==> src/rtl/msgtx_pkg.sv <==
package msgtx_pkg;

    // preamble bytes plus destination, source and type fields
    localparam int PRE_BYTES = 8;
    localparam int HDR_BYTES = PRE_BYTES + 14;

    typedef enum logic [1:0] {
        C_IDLE,
        C_SETUP,
        C_COPY
    } cre_state_t;

    typedef enum logic [2:0] {
        S_IDLE,
        S_SETUP,
        S_HDR,
        S_PAY,
        S_PAD,
        S_DONE
    } snd_state_t;

endpackage

==> src/rtl/msgtx_layout.sv <==
module msgtx_layout #(
    parameter int ID_W   = 3,
    parameter int ADDR_W = 8,
    parameter int LEN_W  = 6
) (
    input  logic              clk,
    input  logic              rst_n,
    input  logic              wr_en,
    input  logic [ID_W-1:0]   wr_id,
    input  logic [ADDR_W-1:0] wr_base,
    input  logic [LEN_W-1:0]  wr_len,
    input  logic [ID_W-1:0]   rd_id,
    output logic [ADDR_W-1:0] rd_base,
    output logic [LEN_W-1:0]  rd_len
);
    localparam int ENTRIES = 1 << ID_W;

    logic [ADDR_W-1:0] base_q [ENTRIES];
    logic [LEN_W-1:0]  len_q  [ENTRIES];

    for (genvar g = 0; g < ENTRIES; g++) begin : g_ent
        always_ff @(posedge clk) begin
            if (!rst_n) begin
                base_q[g] <= '0;
                len_q[g]  <= '0;
            end else if (wr_en && wr_id == ID_W'(g)) begin
                base_q[g] <= wr_base;
                len_q[g]  <= wr_len;
            end
        end
    end

    assign rd_base = base_q[rd_id];
    assign rd_len  = len_q[rd_id];
endmodule

==> src/rtl/msgtx_fifo.sv <==
module msgtx_fifo #(
    parameter int W     = 32,
    parameter int DEPTH = 8
) (
    input  logic                       clk,
    input  logic                       rst_n,
    input  logic                       wr_en,
    input  logic [W-1:0]               wr_data,
    input  logic                       rd_en,
    output logic [W-1:0]               head,
    output logic                       empty,
    output logic                       full,
    output logic [$clog2(DEPTH):0]     count
);
    localparam int AW = $clog2(DEPTH);

    logic [W-1:0]  mem [DEPTH];
    logic [AW-1:0] wp, rp;
    logic [AW:0]   cnt;

    always_ff @(posedge clk) begin
        if (!rst_n) begin
            wp  <= '0;
            rp  <= '0;
            cnt <= '0;
        end else begin
            if (wr_en && !full) begin
                mem[wp] <= wr_data;
                wp <= (wp == AW'(DEPTH - 1)) ? '0 : wp + 1'b1;
            end
            if (rd_en && !empty)
                rp <= (rp == AW'(DEPTH - 1)) ? '0 : rp + 1'b1;
            case ({wr_en && !full, rd_en && !empty})
                2'b10:   cnt <= cnt + 1'b1;
                2'b01:   cnt <= cnt - 1'b1;
                default: cnt <= cnt;
            endcase
        end
    end

    assign head  = mem[rp];
    assign empty = (cnt == '0);
    assign full  = (cnt == (AW+1)'(DEPTH));
    assign count = cnt;
endmodule

==> src/rtl/msgtx_create.sv <==
module msgtx_create
    import msgtx_pkg::*;
#(
    parameter int ADDR_W = 8,
    parameter int LEN_W  = 6,
    parameter int DEPTH  = 8,
    parameter int SETUP  = 8
) (
    input  logic                   clk,
    input  logic                   rst_n,
    input  logic                   go,
    input  logic [ADDR_W-1:0]      base,
    input  logic [LEN_W-1:0]       len,
    input  logic [$clog2(DEPTH):0] fifo_count,
    output logic                   vm_req,
    output logic [ADDR_W-1:0]      vm_addr,
    input  logic                   vm_gnt,
    input  logic [31:0]            vm_rdata,
    output logic                   fifo_wr,
    output logic [31:0]            fifo_wdata,
    output logic                   active
);
    localparam int CW = $clog2(SETUP + 1);
    localparam int FW = $clog2(DEPTH) + 2;

    cre_state_t        st, st_nxt;
    logic [CW-1:0]     cnt;
    logic [ADDR_W-1:0] addr_q;
    logic [LEN_W-1:0]  len_q, iss_left, wr_left;
    logic              pend;
    logic              room;

    assign room = (FW'(fifo_count) + FW'(pend)) < FW'(DEPTH);

    always_comb begin
        st_nxt = st;
        unique case (st)
            C_IDLE:  if (go) st_nxt = C_SETUP;
            C_SETUP: if (cnt == '0) st_nxt = (len_q == '0) ? C_IDLE : C_COPY;
            C_COPY:  if (pend && wr_left == LEN_W'(1)) st_nxt = C_IDLE;
            default: st_nxt = C_IDLE;
        endcase
    end

    always_ff @(posedge clk) begin
        if (!rst_n) begin
            st       <= C_IDLE;
            cnt      <= '0;
            addr_q   <= '0;
            len_q    <= '0;
            iss_left <= '0;
            wr_left  <= '0;
            pend     <= 1'b0;
        end else begin
            st   <= st_nxt;
            pend <= vm_req && vm_gnt;
            if (st == C_IDLE && go) begin
                cnt      <= CW'(SETUP - 1);
                addr_q   <= base;
                len_q    <= len;
                iss_left <= len;
                wr_left  <= len;
            end
            if (st == C_SETUP && cnt != '0)
                cnt <= cnt - 1'b1;
            if (vm_req && vm_gnt) begin
                addr_q   <= addr_q + 1'b1;
                iss_left <= iss_left - 1'b1;
            end
            if (pend)
                wr_left <= wr_left - 1'b1;
        end
    end

    always_comb begin
        vm_req     = (st == C_COPY) && (iss_left != '0) && room;
        vm_addr    = addr_q;
        fifo_wr    = pend;
        fifo_wdata = vm_rdata;
        active     = (st != C_IDLE);
    end
endmodule

==> src/rtl/msgtx_send.sv <==
module msgtx_send
    import msgtx_pkg::*;
#(
    parameter int          LEN_W    = 6,
    parameter int          SETUP    = 5,
    parameter int          MIN_BODY = 46,
    parameter int          CYC_W    = 12,
    parameter logic [47:0] DST_ADDR = 48'h0A1B_2C3D_4E5F,
    parameter logic [47:0] SRC_ADDR = 48'h0211_2233_4455,
    parameter logic [15:0] ETH_TYPE = 16'h88B5
) (
    input  logic              clk,
    input  logic              rst_n,
    input  logic              go,
    input  logic [LEN_W-1:0]  len,
    input  logic              fifo_empty,
    input  logic [31:0]       fifo_head,
    output logic              fifo_rd,
    output logic              tx_valid,
    output logic [7:0]        tx_data,
    output logic              done,
    output logic              underrun,
    output logic [CYC_W-1:0]  frame_cycles,
    output logic              active
);
    localparam int BODY_W = (LEN_W + 2 > 7) ? LEN_W + 2 : 7;
    localparam int MAXC   = (SETUP > HDR_BYTES) ? SETUP : HDR_BYTES;
    localparam int CW     = $clog2(MAXC + 1);
    localparam logic [HDR_BYTES*8-1:0] HDR_VEC =
        {{7{8'h55}}, 8'hD5, DST_ADDR, SRC_ADDR, ETH_TYPE};

    snd_state_t        st, st_nxt;
    logic [CW-1:0]     cnt;
    logic [LEN_W-1:0]  len_q;
    logic [BODY_W-1:0] body_cnt, pay_total, body_last;
    logic              pay_short, pay_byte;
    logic [CYC_W-1:0]  cyc;

    assign pay_total = BODY_W'({len_q, 2'b00});
    assign pay_short = pay_total < BODY_W'(MIN_BODY);
    assign body_last = (pay_short ? BODY_W'(MIN_BODY) : pay_total) - 1'b1;
    assign pay_byte  = (st == S_PAY) && !fifo_empty;

    always_comb begin
        st_nxt = st;
        unique case (st)
            S_IDLE:  if (go) st_nxt = S_SETUP;
            S_SETUP: if (cnt == '0) st_nxt = S_HDR;
            S_HDR:   if (cnt == CW'(HDR_BYTES - 1))
                         st_nxt = (len_q == '0) ? S_PAD : S_PAY;
            S_PAY:   if (pay_byte && body_cnt == pay_total - 1'b1)
                         st_nxt = pay_short ? S_PAD : S_DONE;
            S_PAD:   if (body_cnt == body_last) st_nxt = S_DONE;
            S_DONE:  st_nxt = S_IDLE;
            default: st_nxt = S_IDLE;
        endcase
    end

    always_ff @(posedge clk) begin
        if (!rst_n) begin
            st           <= S_IDLE;
            cnt          <= '0;
            len_q        <= '0;
            body_cnt     <= '0;
            underrun     <= 1'b0;
            cyc          <= '0;
            frame_cycles <= '0;
        end else begin
            st <= st_nxt;
            if (st != S_IDLE)
                cyc <= cyc + 1'b1;
            unique case (st)
                S_IDLE: if (go) begin
                    cnt      <= CW'(SETUP - 1);
                    len_q    <= len;
                    underrun <= 1'b0;
                    cyc      <= CYC_W'(1);
                end
                S_SETUP: if (cnt != '0) cnt <= cnt - 1'b1;
                S_HDR: begin
                    cnt      <= cnt + 1'b1;
                    body_cnt <= '0;
                end
                S_PAY: begin
                    if (pay_byte) body_cnt <= body_cnt + 1'b1;
                    else          underrun <= 1'b1;
                end
                S_PAD:  body_cnt <= body_cnt + 1'b1;
                S_DONE: frame_cycles <= cyc;
                default: ;
            endcase
        end
    end

    always_comb begin
        tx_valid = 1'b0;
        tx_data  = 8'h00;
        fifo_rd  = 1'b0;
        unique case (st)
            S_HDR: begin
                tx_valid = 1'b1;
                tx_data  = HDR_VEC[HDR_BYTES*8-1 - 8*int'(cnt) -: 8];
            end
            S_PAY: begin
                tx_valid = pay_byte;
                tx_data  = fifo_head[31 - 8*int'(body_cnt[1:0]) -: 8];
                fifo_rd  = pay_byte && (body_cnt[1:0] == 2'd3);
            end
            S_PAD:   tx_valid = 1'b1;
            default: ;
        endcase
        done   = (st == S_DONE);
        active = (st != S_IDLE);
    end
endmodule

==> src/rtl/msg_tx_pipe.sv <==
module msg_tx_pipe
    import msgtx_pkg::*;
#(
    parameter int          ID_W         = 3,
    parameter int          ADDR_W       = 8,
    parameter int          LEN_W        = 6,
    parameter int          FIFO_DEPTH   = 8,
    parameter int          CREATE_SETUP = 8,
    parameter int          SEND_SETUP   = 5,
    parameter int          MIN_BODY     = 46,
    parameter int          CYC_W        = 12,
    parameter logic [47:0] DST_ADDR     = 48'h0A1B_2C3D_4E5F,
    parameter logic [47:0] SRC_ADDR     = 48'h0211_2233_4455,
    parameter logic [15:0] ETH_TYPE     = 16'h88B5
) (
    input  logic              clk,
    input  logic              rst_n,
    input  logic              cfg_we,
    input  logic [ID_W-1:0]   cfg_id,
    input  logic [ADDR_W-1:0] cfg_base,
    input  logic [LEN_W-1:0]  cfg_len,
    input  logic              start,
    input  logic [ID_W-1:0]   var_id,
    output logic              busy,
    output logic              vm_req,
    output logic [ADDR_W-1:0] vm_addr,
    input  logic              vm_gnt,
    input  logic [31:0]       vm_rdata,
    output logic              tx_valid,
    output logic [7:0]        tx_data,
    output logic              done,
    output logic              underrun,
    output logic [CYC_W-1:0]  frame_cycles
);
    localparam int FCW = $clog2(FIFO_DEPTH) + 1;

    logic              go;
    logic              cre_active, snd_active;
    logic [ADDR_W-1:0] sel_base;
    logic [LEN_W-1:0]  sel_len;
    logic              fifo_wr, fifo_rd, fifo_empty, fifo_full;
    logic [31:0]       fifo_wdata, fifo_head;
    logic [FCW-1:0]    fifo_count;

    assign busy = cre_active || snd_active;
    assign go   = start && !busy;

    msgtx_layout #(.ID_W(ID_W), .ADDR_W(ADDR_W), .LEN_W(LEN_W)) u_layout (
        .clk(clk), .rst_n(rst_n),
        .wr_en(cfg_we), .wr_id(cfg_id), .wr_base(cfg_base), .wr_len(cfg_len),
        .rd_id(var_id), .rd_base(sel_base), .rd_len(sel_len)
    );

    msgtx_create #(.ADDR_W(ADDR_W), .LEN_W(LEN_W), .DEPTH(FIFO_DEPTH),
                   .SETUP(CREATE_SETUP)) u_create (
        .clk(clk), .rst_n(rst_n), .go(go),
        .base(sel_base), .len(sel_len), .fifo_count(fifo_count),
        .vm_req(vm_req), .vm_addr(vm_addr), .vm_gnt(vm_gnt), .vm_rdata(vm_rdata),
        .fifo_wr(fifo_wr), .fifo_wdata(fifo_wdata), .active(cre_active)
    );

    msgtx_fifo #(.W(32), .DEPTH(FIFO_DEPTH)) u_fifo (
        .clk(clk), .rst_n(rst_n),
        .wr_en(fifo_wr), .wr_data(fifo_wdata), .rd_en(fifo_rd),
        .head(fifo_head), .empty(fifo_empty), .full(fifo_full), .count(fifo_count)
    );

    msgtx_send #(.LEN_W(LEN_W), .SETUP(SEND_SETUP), .MIN_BODY(MIN_BODY),
                 .CYC_W(CYC_W), .DST_ADDR(DST_ADDR), .SRC_ADDR(SRC_ADDR),
                 .ETH_TYPE(ETH_TYPE)) u_send (
        .clk(clk), .rst_n(rst_n), .go(go), .len(sel_len),
        .fifo_empty(fifo_empty), .fifo_head(fifo_head), .fifo_rd(fifo_rd),
        .tx_valid(tx_valid), .tx_data(tx_data), .done(done),
        .underrun(underrun), .frame_cycles(frame_cycles), .active(snd_active)
    );
endmodule

==> config.mk <==
export PLATFORM = sky130hd
export DESIGN_NAME = msg_tx_pipe
export DESIGN_NICKNAME = d
export VERILOG_FILES = /design/src/rtl/msgtx_pkg.sv /design/src/rtl/msgtx_layout.sv /design/src/rtl/msgtx_fifo.sv /design/src/rtl/msgtx_create.sv /design/src/rtl/msgtx_send.sv /design/src/rtl/msg_tx_pipe.sv
export SDC_FILE = /design/constraint.sdc
export NUM_CORES = 1
export LEC_CHECK = 0
export BUFFER_PORTS_ARGS = -buffer_cell sky130_fd_sc_hd__buf_2
export CAP_MARGIN = 25
export CORE_AREA = 2 2 197 199
export DETAILED_ROUTE_END_ITERATION = 8
export DIE_AREA = 0 0 199 201
export GPL_TIMING_DRIVEN = 1
export MAX_ROUTING_LAYER = met4
export PLACE_DENSITY = 0.76
export SETUP_SLACK_MARGIN = 0.2
export SYNTH_ARGS = -nofsm -noshare
export SYNTH_HDL_FRONTEND = slang
export SYNTH_HIERARCHICAL = 1
export SYNTH_SLANG_ARGS = --single-unit
==> constraint.sdc <==
create_clock -name clk -period 3.3 [get_ports clk]
set_clock_uncertainty 0.05 [all_clocks]
set_input_delay 0.165 -clock clk [delete_from_list [all_inputs] [get_ports clk]]
set_output_delay 0.165 -clock clk [all_outputs]
set_load 0.05 [all_outputs]
==> flow_summary_export.csv <==
group,metric,value,unit
outcome,status,"complete, no violations",
placed_design,dpl.hpwl,26780,µm
global_routing,grt_overflow,0,
floorplanning,num_rows,72,
global_routing,antenna_found_initial,6,
global_routing,grt_use_total,0.2485,
floorplanning,dieWidth,199,µm
clock_tree,htreeDepth,2,
placed_design,gp_congestion,0.8106,
power_and_ir_drop,leakagePower,8.183,nW
floorplanning,die_height,201,µm
timing,max_freq,306.8,MHz
synthesis,synth_fp_nets,1550,
critical_path,crit_chain,"buf_12, buf_12, buf_16, mux4_2, mux2_2, mux4_2, a32o_2, buf_8",
layout,final_util,0.6327,
layout,layoutNonFillerInstCount,2134,
timing,worst_slew_pin_slew,1.001,ns
timing,setup_tns,0,ns
detailed_routing,via_count,13080,
synthesis,synthCells,1472,
job,drv_cap,0,
detailed_routing,detail-route-antenna-nets,0,
critical_path,critical_path.max_fanout,5,
timing,slew_viol_final,0,
critical_path,end_kind,"output port",
floorplanning,initial_core_util,0.5504,
global_routing,grt_max_degree,37,
synthesis,avgSynthCellArea,14.25,µm²
timing,max_slew_margin,0.3324,
detailed_routing,viasPerCell,6.130,
global_routing,grt_pass1_vias,13090,
critical_path,critPathKind,"flop to output port",
detailed_routing,drc,0,
layout,drive_gt1_frac,0.2280,
timing,rsz0062_at_grt,"true",
global_routing,grt_first_pass_wirelength,73830,µm
critical_path,arrival,3.04,ns
floorplanning,io_pins,90,
clock_tree,clkTransAtPathRegs,0.08,ns
layout,fill_cells,2723,
layout,synthToLayoutAreaGrowth,14.94,%
detailed_routing,routedWlPerCell,22.25,µm
critical_path,crit_family,"multiplexers",
timing,finalCritPeriodShare,0.9878,
critical_path,critical_path.startpoint_type,"flop",
power_and_ir_drop,ir_worst_vdd,539.6,µV
clock_tree,clock-sinks,461,
critical_path,required,3.08,ns
synthesis,syn-cell-area,20970,µm²
timing,hold_violations,0,
layout,fin_nets,1650,
critical_path,max_stage_delay,0.50,ns
placed_design,portBuffers,89,
placed_design,place_ws,0.2423,ns
clock_tree,clock_path_buffers,3,
floorplanning,core,38110,µm²
detailed_routing,drt_wl_total,47470,µm
clock_tree,cts_inserted_buffers,47,
power_and_ir_drop,p_per_area,623.1,nW/µm²
worst_hold_path,hp-class,"primary input to flop",
clock_tree,cts_tree,"built",
synthesis,yosys_warnings,6,
detailed_routing,drtIter0Drc,1219,
placed_design,placed_cells,1986,
critical_path,crit_path_top_delay_cell,"mux4_2",
clock_tree,clkLatencyLatePin,0.58,ns
timing,fin_crit,3.260,ns
floorplanning,dieArea,40000,µm²
critical_path,critPathBufInv,4,
clock_tree,clockRootBuffer,"clkbuf_16",
timing,setup-violations-final,0,
detailed_routing,drt_pass1_iterations,5,
timing,fin_ws,0.04025,ns
-- worst min-delay path: cells and delay by family --
kind,cells,cell delay [ns]
and+or+nand+nor,1,0.08
buffers and inverters,2,0.25
-- what timing repair did --
action                                  in CTS  in global routing
cloned                                       6                  0
setup buffers                               10                  0
endpoints found under the hold margin      293                  0
gates resized for setup                     55                 25
hold buffers                                39                  0
pin swaps                                    5                  5
endpoints found under the setup margin       8                 10
-- routing by layer --
metal	wire length, µm	track usage	up-vias
li1	-	-	5883
met1	19240	0.3258	6556
met2	23620	0.3965	558
met3	3591	0.04822	84
met4	1023	0.07436	0
met5	0	-	-
-- sequential cells by signal, summed over array words and instances, names as in the netlist, 8 cells and up, named ones only --
register and flops:
u_fifo/mem 256, u_layout/base_q 64, u_layout/len_q 48, u_send/cyc 12
u_send/frame_cycles 12, u_create/vm_addr 8, u_send/body_cnt 8
-- through the flow --
stage	hold WS (ns)	power, mW	instance area [µm²]
2_1_floorplan	0.2658	9.057	20980
3_3_place_gp	0.3797	9.559	21770
3_5_place_dp	0.3930	9.664	21790
4_1_cts	0.002995	15.02	24090
5_1_grt	0.02723	15.65	24110
6_report	0.03280	15.02	24110
-- area by class of cell --
type,count,area (µm²),area share
flip-flops and latches,461,12920,0.5360
multi-input cells,838,7257,0.3010
repair buffers,181,1560,0.06472
clock buffers,63,1309,0.05429
well taps,518,648.1,0.02688
clock inverters,24,235.2,0.009757
inverters,43,162.7,0.006747
diodes,6,15.01,0.0006228
-- power breakdown --
part | switching, mW | total, mW | internal, mW
registers | 0.337 | 6.90 | 6.56
clock network | 2.22 | 5.32 | 3.11
logic | 1.75 | 2.80 | 1.05
-- final timing paths --
kind | startpoint | end | slack, ns | depth (start not counted)
worst min register to register | u_send/frame_cycles[7] | u_send/frame_cycles[7] | 0.41 | 2
worst min-delay path | cfg_base[0] | u_layout/base_q[5][0] | 0.03 | 3
worst max register to register | u_fifo/count[2] | u_fifo/count[2] | 0.46 | 12
worst max-delay path | flop | tx_data[2] | 0.04 | 8
-- placed cells by master (no fill, tap or decap), types with 21 or more instances in the layout --
master	instances
dlygate4sd3_1	39
buf_2	81
a21boi_0	25
buf_4	34
mux2_2	34
a21oi_1	48
nor3_1	132
inv_1	26
clkbuf_16	49
mux4_2	58
o21ai_0	27
edfxtp_1	368
dfxtp_1	90
nand2_1	119
mux4_1	42
nor2_1	42
clkinv_1	21
nand3_1	21
No activity file was read; power rests on OpenSTA's default activity.
